==> src/rtl/efuse_seq.sv <==
module efuse_seq #(
  parameter int          ADDR_W     = 13,
  parameter int          NBLK       = 24,
  parameter int          BLK_BASE   = 72,
  parameter int          SETTLE_CYC = 8,
  parameter logic [15:0] UNLOCK_KEY = 16'h8810
) (
  input  logic              clk,
  input  logic              rst,
  input  logic              bus_valid,
  input  logic              bus_write,
  input  logic [ADDR_W-1:0] bus_addr,
  input  logic [31:0]       bus_wdata,
  output logic              bus_rvalid,
  output logic [31:0]       bus_rdata
);
  localparam int IDX_W = (NBLK > 1) ? $clog2(NBLK) : 1;
  localparam int CNT_W = $clog2(SETTLE_CYC + 1);
  localparam int BLK_W = ADDR_W - 3;
  localparam int OFF_W = ADDR_W - 1;
  localparam logic [BLK_W-1:0] BLK_LO = BLK_W'(BLK_BASE);
  localparam logic [BLK_W-1:0] BLK_HI = BLK_W'(BLK_BASE + NBLK - 1);
  localparam logic [OFF_W-1:0] OFF_CTRL  = OFF_W'('h20);
  localparam logic [OFF_W-1:0] OFF_ERR   = OFF_W'('h24);
  localparam logic [OFF_W-1:0] OFF_CLR   = OFF_W'('h28);
  localparam logic [OFF_W-1:0] OFF_KEY   = OFF_W'('h2C);
  localparam logic [OFF_W-1:0] OFF_SUPPLY = OFF_W'('h54);
  localparam logic [CNT_W-1:0] SETTLE_LD = CNT_W'(SETTLE_CYC);

  logic [4:0]        en_q;
  logic [3:0]        err_q;
  logic [15:0]       magic_q;
  logic [2:0]        pwr_q;
  logic [CNT_W-1:0]  settle_q;
  logic [31:0]       fuse_q [NBLK];
  logic [NBLK-1:0]   lock_q;
  logic [NBLK*32-1:0] fuse_flat;

  logic busy, wr, rd, win, in_range, prog_ok, mism;
  logic [BLK_W-1:0] blk, blk_rel;
  logic [IDX_W-1:0] idx;
  logic [OFF_W-1:0] off;
  logic [31:0] merged, rmux;

  assign busy     = settle_q != '0;
  assign wr       = bus_valid & bus_write;
  assign rd       = bus_valid & ~bus_write;
  assign win      = bus_addr[ADDR_W-1];
  assign off      = bus_addr[ADDR_W-2:0];
  assign blk      = bus_addr[ADDR_W-2:2];
  assign in_range = (blk >= BLK_LO) && (blk <= BLK_HI);
  assign blk_rel  = blk - BLK_LO;
  assign idx      = blk_rel[IDX_W-1:0];
  assign prog_ok  = (magic_q == UNLOCK_KEY) && pwr_q[0] && !pwr_q[1] && pwr_q[2] && !busy;
  assign merged   = fuse_q[idx] | bus_wdata;
  assign mism     = en_q[1] && (merged != bus_wdata);

  for (genvar g = 0; g < NBLK; g++) begin : g_flat
    assign fuse_flat[g*32 +: 32] = fuse_q[g];
  end

  always_comb begin
    rmux = '0;
    if (win) begin
      if (in_range && en_q[0] && !busy) rmux = fuse_q[idx];
    end else begin
      case (off)
        OFF_CTRL:   rmux = {27'b0, en_q};
        OFF_ERR:    rmux = {28'b0, err_q};
        OFF_KEY:    rmux = {16'b0, magic_q};
        OFF_SUPPLY: rmux = {busy, 28'b0, pwr_q};
        default:    rmux = '0;
      endcase
    end
  end

  always_ff @(posedge clk) begin
    if (rst) begin
      en_q       <= '0;
      err_q      <= '0;
      magic_q    <= '0;
      pwr_q      <= 3'b010;
      settle_q   <= '0;
      lock_q     <= '0;
      bus_rvalid <= 1'b0;
      bus_rdata  <= '0;
      for (int i = 0; i < NBLK; i++) fuse_q[i] <= '0;
    end else begin
      bus_rvalid <= rd;
      if (rd) bus_rdata <= rmux;
      if (busy) settle_q <= settle_q - 1'b1;

      if (wr && !win) begin
        case (off)
          OFF_CTRL: begin
            en_q <= bus_wdata[4:0];
            if (bus_wdata[0] != en_q[0]) settle_q <= SETTLE_LD;
          end
          OFF_CLR: err_q <= err_q & ~bus_wdata[3:0];
          OFF_KEY: magic_q <= bus_wdata[15:0];
          OFF_SUPPLY: begin
            pwr_q <= bus_wdata[2:0];
            if (bus_wdata[1:0] != pwr_q[1:0]) settle_q <= SETTLE_LD;
          end
          default: ;
        endcase
      end

      if (wr && win && in_range) begin
        if (!prog_ok)          err_q[0] <= 1'b1;
        else if (lock_q[idx])  err_q[1] <= 1'b1;
        else begin
          fuse_q[idx] <= merged;
          if (mism)            err_q[2] <= 1'b1;
          else if (en_q[4])    lock_q[idx] <= 1'b1;
        end
      end

      if (rd && win && in_range && (!en_q[0] || busy)) err_q[3] <= 1'b1;
    end
  end
endmodule

==> config.mk <==
export PLATFORM = sky130hd
export DESIGN_NAME = efuse_seq
export DESIGN_NICKNAME = d
export VERILOG_FILES = /design/src/rtl/efuse_seq.sv
export SDC_FILE = /design/constraint.sdc
export NUM_CORES = 2
export LEC_CHECK = 0
export ABC_AREA = 1
export CAP_MARGIN = 5
export CORE_ASPECT_RATIO = 0.6
export CORE_UTILIZATION = 50
export DETAILED_ROUTE_END_ITERATION = 16
export PLACE_DENSITY = 0.66
export SKIP_LAST_GASP = 1
export SYNTH_ARGS = -nofsm -noshare
export SYNTH_HDL_FRONTEND = slang
export SYNTH_SLANG_ARGS = --single-unit
==> constraint.sdc <==
create_clock -name clk -period 4.2 [get_ports clk]
set_input_delay 0.84 -clock clk [delete_from_list [all_inputs] [get_ports clk]]
set_output_delay 0.84 -clock clk [all_outputs]
set_load 0.005 [all_outputs]
==> out/results.ini <==
[critical_path]
critPathKind = input pin to flop
crit_slowest_cell = clkdlybuf4s50_1
cp.required_ps = 4830
cp_top_family = simple AND/OR/NAND/NOR gates
ff2ff_path_depth = 15
crit_path_start = bus_addr[4]
worst-path-buf-inv = 6
max_stage_delay_ps = 580
critical_path_arrival_ps = 4330
cp-end-kind = flop
crit_chain = clkdlybuf4s50_1 > buf_4 > nor2_4 > inv_2 > buf_12 > buf_4 > nor2_1 > nor2_1 > nand2_1 > nand3_1 > nand2_1 > nor2_1 > nand2_1 > nor2_1 > nand2_1 > nand2_2 > buf_12 > nand3_1 > a21oi_1
timing.rr.end = fuse_q[6][11]
crit_path_max_fanout = 25
reg2reg_from = settle_q[0]
reg2reg_slack_ps = 810
start_kind = input pin

[global_routing]
track_usage_pct = 31.9
grt_max_degree = 110
grt_pass1_wl_um = 231000
antenna_found_initial = 2
grt.overflow.total = 0
grt_pass1_vias = 34500

[cells_and_area]
layout-drive-gt1-share_pct = 8.18
design_area_um2 = 56100
layout_common_cells = 2057 x nand2_1, 1024 x edfxtp_1, 1022 x nor2_1
nNetsFinal = 5346
antennaDiodeCount = 0
synthToLayoutAreaGrowth_pct = 14.6
fin_util_pct = 58.1
nFillCells = 8241
final_common_cell = nand2_1

[hold_path]
worstHoldStart = lock_q[2]
min_to = lock_q[2]
min_path_cells = 2
hold_class = flop to flop

[routing]
firstDrtPassIters = 8
vias_per_cell = 5.61
vias = 37400
wl_per_cell_um = 23.5
drtIter0Drc = 5300
antenna_left = 0
drc = 0
routed_wl_um = 157000

[timing]
worst_slew_pin_slew_ps = 1040
setup_slack_ps = 497
final_hold_viol_count = 0
rsz0062_at_grt = no
fin_crit_sh_pct = 88.2
relSlewSlack_pct = 29.8
finalClockSkew_ps = 18.8
fin_setup_tns_ps = 0
fmax_mhz = 270
drv_slew = 0
finalSetupViolations = 0
min_period_ps = 3700

[clocking]
cts_hold_buffers = 0
cts_resized = 0
cts_buffer_depth = 3
clock_latency_ps = 710
clkTransAtPathRegs_ps = 60
numCtsBuffers = 100
cts_root_buffer = clkbuf_16
clock-sinks = 1113
htreeDepth = 3
cts_tree = yes
cts_setup_buffers = 0

[synth]
synthesis.area_um2 = 48900
synth_seq_area_share_pct = 66.5
synthesis.area_per_instance_um2 = 9.37
synth_top_area_share_pct = 62.8
synth_edf_count = 1024
ys_ff_latch = 1113
ys_types = 40
netlist_top_cells_area = edfxtp_1 63%, nand2_1 16%, nor2_1 8.2%, dfxtp_1 3.6%, nand3_1 1.5%
async_flop_share_pct = 0
synthCells = 5221
ys_warn_count = 0
synth_ff_type = edfxtp_1
synth.largest_area_cell = edfxtp_1
synth_nets = 5275

[pwr]
p_sw_mw = 6.07
clkPwrFrac_pct = 39.0
p_sw_share_pct = 25.1
p_int_mw = 18.1
p_seq_share_pct = 51.1
power_density_nw_per_um2 = 432
p_leak_nw = 23.9
peakVddDrop_uv = 370
combPwrFrac_pct = 9.9

[placed_design]
finalWeightedCongestion = 0.899
dp_hpwl_um = 103000
port_buffers = 81
preCtsSetupSlack_ps = 14.6
placed_area_um2 = 52800

[run_status]
status = complete, no violations

[die]
die_w_um = 406
die_h_um = 244
ios = 82
core_area_um2 = 96600
dieArea_um2 = 99200
start_util_pct = 50.7
rows = 88

[flow_run]
max_cap_violations = 0

## worst reg2reg max path: stages, from the launching register on
cell and delay, ps:
dfxtp_1 310, inv_1 80, ha_1 140, inv_1 50
or2_2 280, nor2_1 150, inv_1 230, nor4_1 240
buf_4 190, nand3_1 110, nor2_1 220, nand3_4 180
nor2_2 220, nand2_1 210, nand2_1 170, buf_12 250
## kinds of logic (layout without fill, tap and decap cells)
family | Yosys count | in the layout | synth area share, %
and+or+nand+nor | 3351 | 3351 | 26.5
DFF | 1113 | 1113 | 66.5
buffers and inverters | 526 | 675 | 4.38
AOI/OAI and AO/OA | 223 | 223 | 2.47
adders and majority gates | 5 | 5 | 0.128
xor gates and xnor gates | 3 | 3 | 0.0537
## cell usage after synthesis, drive strengths merged, types with 2 or more instances
| cell | instances |
|---|---|
| clkbuf | 181 |
| nor2 | 1067 |
| a32o | 2 |
| nand3 | 149 |
| xor2 | 2 |
| o22ai | 15 |
| dfxtp | 89 |
| nor4 | 2 |
| a31oi | 12 |
| or2 | 2 |
| nor3 | 4 |
| o2111ai | 4 |
| a21oi | 135 |
| nand4 | 61 |
| buf | 154 |
| nand2 | 2065 |
| edfxtp | 1024 |
| inv | 190 |
| a221oi | 3 |
| ha | 5 |
| o21ai | 45 |
| o31ai | 2 |
## layer usage
| metal | routed length (µm) | part of all wire, % | global-route usage [%] | up-vias |
|---|---|---|---|---|
| li1 | - | - | - | 17000 |
| met1 | 67700 | 43 | 50.1 | 17900 |
| met2 | 63700 | 41 | 43.4 | 2292 |
| met3 | 22200 | 14 | 8.93 | 238 |
| met4 | 3510 | 2.2 | 6.77 | 0 |
| met5 | 0 | 0 | 0 | - |
## power by group through the flow
stage               logic, mW  clock network [mW]  registers [mW]
detailed placement       2.34                   0            12.6
global placement         2.33                   0            12.6
floorplan                1.14                   0            12.6
CTS                      2.35                9.49            12.4
global route             2.53                9.87            12.4
finish                   2.40                9.43            12.4
## layout make-up
class | instances | area, µm² | share of cell area (%)
timing repair buffer | 304 | 3440 | 6.14
inverter | 191 | 732 | 1.31
multi-input combinational | 3582 | 14500 | 25.8
sequential | 1113 | 32500 | 58.0
tap | 1305 | 1630 | 2.91
clock inverter | 58 | 622 | 1.11
clock buffer | 122 | 2650 | 4.72
## worst max-delay path by stage
stage	end	slack [ps]	depth (start not counted)
4_1_cts	lock_q[6]	750	19
2_1_floorplan	fuse_q[27][0]	70	14
3_3_place_gp	lock_q[19]	20	19
6_report	lock_q[4]	500	19
5_1_grt	lock_q[2]	410	18
3_5_place_dp	lock_q[6]	10	19
## flip-flops by register name (all words and copies together) (netlist names)
signal,cells
en_q,5
bus_rdata,32
pwr_q,3
fuse_q,1024
settle_q,4
magic_q,16
err_q,4
lock_q,24
bus_rvalid,1
## stage by stage
step                hold WS (ps)  power [mW]  cells
floorplan                    430        13.7   5221
CTS                          459        24.2   6675
global placement             439        14.9   6495
finish                       460        24.2   6675
global route                 485        24.8   6675
detailed placement           447        14.9   6495
Power figures use the tool's default switching activity.
